`src/rtl/vse_pkg.sv`:
```
package vse_pkg;

  typedef enum logic [2:0] {
    XM_PASS      = 3'd0,
    XM_DUP_LO    = 3'd1,
    XM_DUP_HI    = 3'd2,
    XM_XCHG      = 3'd3,
    XM_WID_LO    = 3'd4,
    XM_WID_HI    = 3'd5,
    XM_WID_LO_X  = 3'd6,
    XM_WID_HI_X  = 3'd7
  } xmode_e;

  typedef enum logic [1:0] {
    EXT_SIGN = 2'd0,
    EXT_ZERO = 2'd1,
    EXT_DUP  = 2'd2,
    EXT_SHL  = 2'd3
  } ext_e;

  localparam int unsigned NUM_WIDTHS = 4;
  localparam int unsigned NUM_COMPS  = 4;
  localparam logic [7:0]  SWZ_IDENT  = 8'hE4;

endpackage

```
`src/rtl/vse_widen.sv`:
```
module vse_widen
  import vse_pkg::*;
#(
  parameter int unsigned OPND_W = 128
) (
  input  logic [OPND_W/2-1:0] half_i,
  input  logic [1:0]          width_i,
  input  ext_e                ext_i,
  output logic [OPND_W-1:0]   wide_o
);
  logic [OPND_W-1:0] cand [NUM_WIDTHS];

  for (genvar g = 0; g < NUM_WIDTHS; g++) begin : g_width
    localparam int unsigned E = 8 << g;
    localparam int unsigned N = E / 2;
    localparam int unsigned L = OPND_W / E;
    for (genvar i = 0; i < L; i++) begin : g_lane
      logic [N-1:0] nb;
      assign nb = half_i[i*N +: N];
      always_comb begin
        unique case (ext_i)
          EXT_SIGN: cand[g][i*E +: E] = {{N{nb[N-1]}}, nb};
          EXT_ZERO: cand[g][i*E +: E] = {{N{1'b0}}, nb};
          EXT_DUP:  cand[g][i*E +: E] = {nb, nb};
          default:  cand[g][i*E +: E] = {nb, {N{1'b0}}};
        endcase
      end
    end
  end

  assign wide_o = cand[width_i];
endmodule

```
`src/rtl/vse_route.sv`:
```
module vse_route
  import vse_pkg::*;
#(
  parameter int unsigned OPND_W = 128
) (
  input  logic [OPND_W-1:0] opnd_i,
  input  xmode_e            xmode_i,
  input  ext_e              ext_i,
  input  logic [1:0]        width_i,
  output logic [OPND_W-1:0] routed_o
);
  localparam int unsigned HALF_W = OPND_W / 2;

  logic [HALF_W-1:0] lo, hi, pick;
  logic [OPND_W-1:0] wide;

  assign lo   = opnd_i[HALF_W-1:0];
  assign hi   = opnd_i[OPND_W-1:HALF_W];
  assign pick = xmode_i[0] ? hi : lo;

  vse_widen #(.OPND_W(OPND_W)) i_widen (
    .half_i (pick),
    .width_i(width_i),
    .ext_i  (ext_i),
    .wide_o (wide)
  );

  always_comb begin
    unique case (xmode_i)
      XM_PASS:   routed_o = opnd_i;
      XM_DUP_LO: routed_o = {lo, lo};
      XM_DUP_HI: routed_o = {hi, hi};
      XM_XCHG:   routed_o = {lo, hi};
      XM_WID_LO, XM_WID_HI:
                 routed_o = wide;
      default:   routed_o = {wide[HALF_W-1:0], wide[OPND_W-1:HALF_W]};
    endcase
  end
endmodule

```
`src/rtl/vse_swz.sv`:
```
module vse_swz
  import vse_pkg::*;
#(
  parameter int unsigned OPND_W = 128
) (
  input  logic [OPND_W-1:0] data_i,
  input  logic [7:0]        sel_i,
  output logic [OPND_W-1:0] data_o
);
  localparam int unsigned COMP_W = OPND_W / NUM_COMPS;

  logic [COMP_W-1:0] comp [NUM_COMPS];

  for (genvar k = 0; k < NUM_COMPS; k++) begin : g_comp
    assign comp[k]                = data_i[k*COMP_W +: COMP_W];
    assign data_o[k*COMP_W +: COMP_W] = comp[sel_i[2*k +: 2]];
  end
endmodule

```
`src/rtl/vse_fsign.sv`:
```
module vse_fsign
  import vse_pkg::*;
#(
  parameter int unsigned OPND_W = 128
) (
  input  logic [OPND_W-1:0] data_i,
  input  logic [1:0]        width_i,
  input  logic              abs_i,
  input  logic              neg_i,
  output logic [OPND_W-1:0] data_o
);
  logic [OPND_W-1:0] cand [NUM_WIDTHS];

  for (genvar g = 0; g < NUM_WIDTHS; g++) begin : g_width
    localparam int unsigned E = 8 << g;
    localparam int unsigned L = OPND_W / E;
    for (genvar j = 0; j < L; j++) begin : g_lane
      assign cand[g][j*E +: E] =
        {(data_i[j*E+E-1] & ~abs_i) ^ neg_i, data_i[j*E +: E-1]};
    end
  end

  assign data_o = cand[width_i];
endmodule

```
`src/rtl/vec_src_expander.sv`:
```
module vec_src_expander
  import vse_pkg::*;
#(
  parameter int unsigned OPND_W = 128
) (
  input  logic              clk,
  input  logic              rst,
  input  logic              src_vld,
  input  logic [OPND_W-1:0] src_opnd,
  input  logic [2:0]        xmode,
  input  logic [1:0]        mod,
  input  logic [1:0]        ewidth,
  input  logic              is_flt,
  input  logic [7:0]        swz,
  output logic              res_vld,
  output logic [OPND_W-1:0] res_opnd
);
  localparam int unsigned HALF_W = OPND_W / 2;
  localparam int unsigned L32    = OPND_W / 32;
  localparam int unsigned L16    = OPND_W / 16;

  ext_e              ext_sel;
  logic [OPND_W-1:0] routed, swizzled, signed_d;

  // float operations always sign-extend when widening
  assign ext_sel = is_flt ? EXT_SIGN : ext_e'(mod);

  vse_route #(.OPND_W(OPND_W)) i_route (
    .opnd_i  (src_opnd),
    .xmode_i (xmode_e'(xmode)),
    .ext_i   (ext_sel),
    .width_i (ewidth),
    .routed_o(routed)
  );

  vse_swz #(.OPND_W(OPND_W)) i_swz (
    .data_i(routed),
    .sel_i (swz),
    .data_o(swizzled)
  );

  vse_fsign #(.OPND_W(OPND_W)) i_fsign (
    .data_i (swizzled),
    .width_i(ewidth),
    .abs_i  (is_flt & mod[0]),
    .neg_i  (is_flt & mod[1]),
    .data_o (signed_d)
  );

  always_ff @(posedge clk) begin
    if (rst) begin
      res_vld  <= 1'b0;
      res_opnd <= '0;
    end else begin
      res_vld <= src_vld;
      if (src_vld) res_opnd <= signed_d;
    end
  end

  // ---------------- assertions ----------------
  logic [L32-1:0] msb32;
  logic [L16-1:0] lowbyte_nz;
  for (genvar j = 0; j < L32; j++) begin : g_msb32
    assign msb32[j] = res_opnd[32*j+31];
  end
  for (genvar j = 0; j < L16; j++) begin : g_lb16
    assign lowbyte_nz[j] = |res_opnd[16*j +: 8];
  end

  logic plain_int;
  assign plain_int = src_vld && !is_flt && swz == SWZ_IDENT;

  AST_VLD_RISE: assert property (@(posedge clk) disable iff (rst)
    src_vld |=> res_vld);
  AST_VLD_DROP: assert property (@(posedge clk) disable iff (rst)
    !src_vld |=> !res_vld);
  AST_HOLD_IDLE: assert property (@(posedge clk) disable iff (rst)
    !src_vld |=> $stable(res_opnd));
  AST_PASS_THRU: assert property (@(posedge clk) disable iff (rst)
    plain_int && xmode == 3'd0 |=> res_opnd == $past(src_opnd));
  AST_DUP_LO: assert property (@(posedge clk) disable iff (rst)
    plain_int && xmode == 3'd1 |=>
      res_opnd == {$past(src_opnd[HALF_W-1:0]), $past(src_opnd[HALF_W-1:0])});
  AST_XCHG: assert property (@(posedge clk) disable iff (rst)
    plain_int && xmode == 3'd3 |=>
      res_opnd == {$past(src_opnd[HALF_W-1:0]), $past(src_opnd[OPND_W-1:HALF_W])});
  AST_SHL_ZERO_LOW: assert property (@(posedge clk) disable iff (rst)
    src_vld && !is_flt && xmode[2] && mod == 2'd3 && ewidth == 2'd1 |=>
      lowbyte_nz == '0);
  AST_FLT_SIGN_SET: assert property (@(posedge clk) disable iff (rst)
    src_vld && is_flt && mod == 2'd3 && ewidth == 2'd2 |=> &msb32);
endmodule

```
`config.mk`:
```
export PLATFORM = sky130hd
export DESIGN_NAME = vec_src_expander
export DESIGN_NICKNAME = d
export VERILOG_FILES = /design/src/rtl/vse_pkg.sv /design/src/rtl/vse_widen.sv /design/src/rtl/vse_route.sv /design/src/rtl/vse_swz.sv /design/src/rtl/vse_fsign.sv /design/src/rtl/vec_src_expander.sv
export SDC_FILE = /design/constraint.sdc
export NUM_CORES = 1
export LEC_CHECK = 0
export BUFFER_PORTS_ARGS = -buffer_cell sky130_fd_sc_hd__buf_2
export CORE_MARGIN = 10
export CORE_UTILIZATION = 30
export CTS_CLUSTER_SIZE = 24
export DETAILED_ROUTE_END_ITERATION = 7
export GPL_TIMING_DRIVEN = 0
export MAX_ROUTING_LAYER = met4
export PLACE_DENSITY = 0.6
export SYNTH_ARGS = -nofsm -noshare
export SYNTH_HDL_FRONTEND = slang
export SYNTH_HIERARCHICAL = 1
export SYNTH_SLANG_ARGS = --single-unit
```
`constraint.sdc`:
```
create_clock -name clk -period 6.7 [get_ports clk]
set_input_delay 0.67 -clock clk [delete_from_list [all_inputs] [get_ports clk]]
set_output_delay 0.67 -clock clk [all_outputs]
set_load 0.005 [all_outputs]
```
==> out/results.ini, run 1 <==
[detailed_routing]
met1_length_um=38300
vias=17400
remaining_drc_errors=0
dr_wl_met2_um=44200
firstDrtPassIters=7
maxUsedRoutingLayer=met4
viasPerCell=6.12
drt_iter0_drc=1975
wl_per_cell_um=33.4
wl_um=95000
drtAntennaViolNets=0
wl_met3_um=7290

[finish]
layout_commonest_cell=buf_2
synthToLayoutAreaGrowth_pct=16.4
final_layout_size_suffix_gt1_share_pct=40.3
nNetsFinal=2199
final_cell_mix=buf_2, mux2i_1, mux4_2
finalNonFillerCells=2839

[yosys]
synthTopCellsByArea=mux4_2, mux2i_1, dfxtp_1, buf_4, mux2_2
ys_seq_elements=129
synthArstFlopShare_pct=0
netlist_area_um2=17500
yosys_warnings=6
synth_edf_count=0
synthCells=1767
synth_top_area_share_pct=23.6
yosysTopAreaCell=mux4_2
avgSynthCellArea_um2=9.92
ys_types=64
synthFlopType=dfxtp_1
ys_seq_area_share_pct=14.7
synth_fp_nets=1914

[critical_path]
path_class=in -> reg
critPathLaunchType=input port
critPathLaunch=mod[1]
endpoint_kind=flip-flop
cp_max_fo=10
crit_arrival_ns=5.08
ff2ff_path_depth=2
critPathRequiredTime_ns=7.02
r2r_start=res_opnd[7]$_SDFFE_PP0P_
r2r_end=res_opnd[7]$_SDFFE_PP0P_
r2r_setup_slack_ns=6.00

[power_and_ir_drop]
pwr-share-seq_pct=23.6
intPower_mw=2.28
vdd_ir_drop_max_mv=0.144
switching_power_mw=1.51
power_frac_comb_pct=51.8
power_mw=3.79
p_leak_nw=9.02
swShare_pct=39.8
power.share.clock_pct=24.6
power_density_nw_per_um2=186

[global_route]
grt_pass1_wl_um=131000
grt_start_max_net_pins=17
grt_pass1_vias=16800
grt_use_total_pct=27.6
globalRoute.totalOverflow=0
antenna_found_initial=5

[sta]
hold_ws_ns=0.488
hold_violations=0
relSlewSlack_pct=26.9
layout_min_cycle_time_ns=4.75
fin_skew_ns=0
final.setup.tns_ns=0
rsz0062_at_grt=no
fin_crit_sh_pct=70.9
setup_viol=0
max_clock_freq_mhz=210
slew_viol_final=0
worst_pin_slew_ns=1.10

[floorplan]
die_area_um2=68500
initial_core_util_pct=30.3
die_h_um=262
core_area_um2=57800
boundaryPins=276
num_rows=88
fp.dieW_um=262

[run]
maxCapViolCount=0

[min_path]
whs_path_depth=2
hp-class=reg -> reg
hp-start=res_opnd[30]$_SDFFE_PP0P_
min_delay_worst_endpoint=res_opnd[30]$_SDFFE_PP0P_

[placement]
gp_congestion=1.05
place_inst=2798
dp_hpwl_um=78800
io_buffers=266

[clock_tree]
numCtsBuffers=17
hold_buffers=0
clockBufferDepth=2
clk_pin_slew_worst_paths_ns=0.06
cts-root-buf=clkbuf_16
numClockSinks=129
htree_levels=4
cts_resized=0
tritoncts=done
postCtsSetupBuffers=0
clk_latency_ns=0.45

[run_status]
status=completed

## metal layers
| metal | global-route usage (%) | vias up |
|---|---|---|
| met5 | - | - |
| met4 | 13.9 | 0 |
| met3 | 3.88 | 190 |
| met2 | 43.4 | 983 |
| met1 | 34.2 | 8901 |
| li1 | - | 7287 |
## cell families after synthesis
kind of cell | synth area share [%]
muxes | 47.6
and+or+nand+nor | 9.88
xor gates and xnor gates | 0.0999
AOI/OAI and AO/OA | 14.2
buffers and inverters | 13.5
DFF | 14.7
## cell type report
cell class / instances / area [um2]
fill: 5896 / 37400
multi-input combinational: 1321 / 12600
sequential: 129 / 2580
buffer: 310 / 2340
timing repair buffer: 266 / 1330
tap: 765 / 957
clock buffer: 19 / 453
clock inverter: 12 / 110
inverter: 7 / 26.3
antenna: 10 / 25.0
## metrics by stage
stage                     area, um2  utilization [%]  setup WS [ns]
after floorplan               17500                -           3.20
final                         20400             35.3           1.95
after detailed placement      19800             34.3           1.72
after global placement        19800             34.3           1.71
after CTS                     20400             35.3           2.18
after global routing          20400             35.3           1.96
## flip-flops by register name, summed over array words and instances (netlist names)
| name | cells |
|---|---|
| res_opnd | 128 |
| res_vld | 1 |
## cell usage after synthesis, types with 9 or more instances
library cell,count
a221oi_1,28
dfxtp_1,129
buf_4,124
nor2_1,141
o21ai_0,22
buf_12,23
mux2_2,66
clkbuf_1,43
mux4_2,184
o21ai_1,19
a211oi_1,12
a221o_1,33
nand2_1,144
a311o_1,9
or2_1,10
a31oi_1,24
a22oi_1,33
nand3_1,13
buf_6,18
mux2i_1,324
a21o_1,9
and2_1,26
buf_2,87
a21oi_1,99
nor2b_1,14
a22o_1,9
## worst max-delay path, cell delays in order
cell and delay, ns:
buf_2 0.10, nor2b_1 0.66, buf_4 0.31, buf_6 0.18, nor2_1 0.06, o21ai_1 0.59
nand2_1 0.30, o32ai_1 0.54, mux2i_1 0.18, mux2i_1 0.43, mux4_2 0.40, nand3b_1 0.13
nand3_1 0.25, mux2i_1 0.22, nor2_1 0.05
## worst max-delay path by stage
| stage | to | slack [ns] | cells after the start |
|---|---|---|---|
| finish | res_opnd[23]$_SDFFE_PP0P_ | 1.95 | 15 |
| global route | res_opnd[23]$_SDFFE_PP0P_ | 1.96 | 15 |
| CTS | res_opnd[23]$_SDFFE_PP0P_ | 2.18 | 15 |
| detailed placement | res_opnd[23]$_SDFFE_PP0P_ | 1.72 | 15 |
| global placement | res_opnd[23]$_SDFFE_PP0P_ | 1.71 | 15 |
| floorplan | res_opnd[27]$_SDFFE_PP0P_ | 3.20 | 13 |
## power by group through the flow
stage          Combinational (mW)  Sequential (mW)  Clock (mW)
2_1_floorplan                1.26            0.911           0
3_3_place_gp                 1.90            0.910           0
3_5_place_dp                 1.92            0.913           0
4_1_cts                      1.92            0.897       0.942
5_1_grt                      2.05            0.905       0.969
6_report                     1.96            0.897       0.933
Power figures use the tool's default switching activity.
==> run 2, diff against run 1 <==
--- a/config.mk
+++ b/config.mk
@@ -12,7 +12,7 @@
 export DETAILED_ROUTE_END_ITERATION = 7
 export GPL_TIMING_DRIVEN = 0
 export MAX_ROUTING_LAYER = met4
-export PLACE_DENSITY = 0.6
+export PLACE_DENSITY = 0.61
 export SYNTH_ARGS = -nofsm -noshare
 export SYNTH_HDL_FRONTEND = slang
 export SYNTH_HIERARCHICAL = 1
==> constraint.sdc (replaced) <==
create_clock -name clk -period 4.25 [get_ports clk]
set_input_delay 0.425 -clock clk [delete_from_list [all_inputs] [get_ports clk]]
set_output_delay 0.425 -clock clk [all_outputs]
set_load 0.005 [all_outputs]
==> run 2 against run 1 <==
The flow now finishes with violations (negative setup slack). Clock power is 60% higher. Final cell count hardly changed. Register-to-register slack worse by 2.4 ns.
==> out/results.ini, run 2 (synthesized netlist as in run 1, its figures left out) <==
[critical_path]
critPathLaunch=xmode[0]
critPathLaunchType=input port
cp_max_fo=10  ; unchanged
critPathRequiredTime_ns=4.57  ; -2.45 ns
ff2ff_path_depth=2  ; unchanged
crit_arrival_ns=4.65  ; -0.43 ns
r2r_start=res_opnd[11]$_SDFFE_PP0P_
cp_slowest_stage_delay_ns=0.57  ; -0.09 ns
slowest_stage=mux4_2
endpoint_kind=flip-flop
path_cells=buf_2 > buf_2 > mux2_2 > clkbuf_1 > a21oi_1 > a221o_1 > o21ai_1 > mux4_2 > mux4_2 > o21ai_1 > nand3_1 > mux2i_1 > nor2_1
path_class=in -> reg

[finish]
largest_register_ffs=128  ; unchanged
top_regs=res_opnd: 128 flops, res_vld: 1 flops
layout_commonest_cell=buf_2
nNetsFinal=2199  ; unchanged
postLayoutCellArea_um2=20400  ; about the same
final_cell_mix=buf_2, mux2i_1, mux4_2
synthToLayoutAreaGrowth_pct=16.5  ; about the same
top_register=res_opnd
final_core_util_pct=35.3  ; about the same
final_layout_size_suffix_gt1_share_pct=40.5  ; +0.22 points

[sta]
layout_min_cycle_time_ns=4.33
relSlewSlack_pct=21.4  ; -5.5 points
hold_violations=0  ; unchanged
worst_pin_slew_ns=1.17  ; +0.0760 ns
fin_skew_ns=0  ; unchanged
setup_viol=6  ; +6
max_clock_freq_mhz=231
fin_ws_ns=-0.0808  ; -2.03 ns
rsz0062_at_grt=no
hold_ws_ns=0.372  ; -0.116 ns
slew_viol_final=0  ; unchanged
fin_crit_sh_pct=102

[clock_tree]
postCtsSetupBuffers=0  ; unchanged
tritoncts=done
hold_buffers=0  ; unchanged
clk_latency_ns=0.44  ; about the same
htree_levels=4  ; unchanged
clk_pin_slew_worst_paths_ns=0.07  ; about the same
numClockSinks=129  ; unchanged
cts-root-buf=clkbuf_16
numCtsBuffers=17  ; unchanged
clockBufferDepth=2  ; unchanged

[floorplan]
die_area_um2=68500  ; unchanged
initial_core_util_pct=30.3  ; unchanged
core_area_um2=57800  ; unchanged
die_h_um=262  ; unchanged
boundaryPins=276  ; unchanged
num_rows=88  ; unchanged
fp.dieW_um=262  ; unchanged

[detailed_routing]
vias=17200  ; -1.2%
drtAntennaViolNets=0  ; unchanged
remaining_drc_errors=0  ; unchanged
firstDrtPassIters=8  ; +1
viasPerCell=6.04  ; -1.2%
drt_iter0_drc=1988  ; +0.66%
wl_per_cell_um=33.5  ; +0.26%
wl_um=95200  ; +0.23%

[global_route]
antenna_found_initial=6  ; +1
grt_use_total_pct=27.7  ; +0.17 points
grt_pass1_vias=16800  ; +0.29%
use_met3_pct=4.19  ; +0.32 points
grt_pass1_wl_um=132000  ; +0.67%
grt_busiest_layer=met2
use_met2_pct=44.9  ; +1.5 points
grt_start_max_net_pins=17  ; unchanged
globalRoute.totalOverflow=0  ; unchanged
met1_usage_pct=34.2  ; -0.043 points

[run_status]
violations=negative setup slack
status=finished with violations

[min_path]
hp-class=in -> reg
whs_path_depth=2  ; unchanged
hp-start=rst

[run]
maxCapViolCount=0  ; unchanged

[power_and_ir_drop]
p_leak_nw=9.02  ; about the same
vdd_ir_drop_max_mv=0.234  ; +63%
power_density_nw_per_um2=294  ; +58%

[placement]
dp_hpwl_um=78900  ; +0.17%
io_buffers=266  ; unchanged
dp_slack_ns=-0.422  ; -2.14 ns
dpl-instance-area_um2=19800  ; unchanged
gp_congestion=1.03  ; -1.4%

==> run 2: cell types whose count changed in the layout (fill, tap and decap cells not counted), sizes merged <==
| cell | previous run | this run |
|---|---|---|
| clkbuf | 63 | 61 |
| inv | 9 | 11 |
| diode | 10 | 8 |
| clkinvlp | 1 | 2 |
==> run 2: layer usage <==
| metal | wire length [um] | up-vias |
|---|---|---|
| met5 | 0 | - |
| met4 | 4010 | 0 |
| met3 | 6690 | 129 |
| met2 | 45700 | 855 |
| met1 | 38700 | 8899 |
| li1 | - | 7271 |
==> run 2: critical path, delay by kind of cell <==
| kind | cells | cell delay, ns |
|---|---|---|
| multiplexers | 4 | 1.72 |
| AND/OR/NAND/NOR | 2 | 0.32 |
| AO/OA/AOI/OAI | 4 | 1.04 |
| buffers and inverters | 3 | 1.10 |
==> run 2: timing repair <==
action,4_1_cts,5_1_grt
setup endpoints to repair,0,16
hold endpoints to repair,0,0
gates resized for setup,0,4
==> run 2: power by group <==
group / switching, mW / internal [mW]
Sequential: 0.0726 / 1.34
Clock: 0.681 / 0.811
Combinational: 1.67 / 1.43
==> run 2: worst paths after layout <==
path	endpoint	slack (ns)
min reg2reg	res_opnd[27]$_SDFFE_PP0P_	0.49
max	res_opnd[23]$_SDFFE_PP0P_	-0.08
min	res_opnd[126]$_SDFFE_PP0P_	0.37
max reg2reg	res_opnd[11]$_SDFFE_PP0P_	3.56
==> run 2: layout make-up <==
type / count / area (um2)
Antenna cell: 8 / 20.0
Fill cell: 5962 / 37400
Timing Repair Buffer: 266 / 1330
Clock buffer: 17 / 425
Sequential cell: 129 / 2580
Clock inverter: 15 / 135
Inverter: 7 / 26.3
Multi-Input combinational cell: 1321 / 12600
Tap cell: 765 / 957
Buffer: 310 / 2340
==> run 2: stage by stage <==
stage	instances	setup TNS, ns	power (mW)
floorplan	1767	0	3.42
global placement	2798	-11.54	4.42
detailed placement	2798	-11.31	4.46
CTS	2830	0	5.95
global route	2834	0	6.22
finish	2838	-0.223	6.00
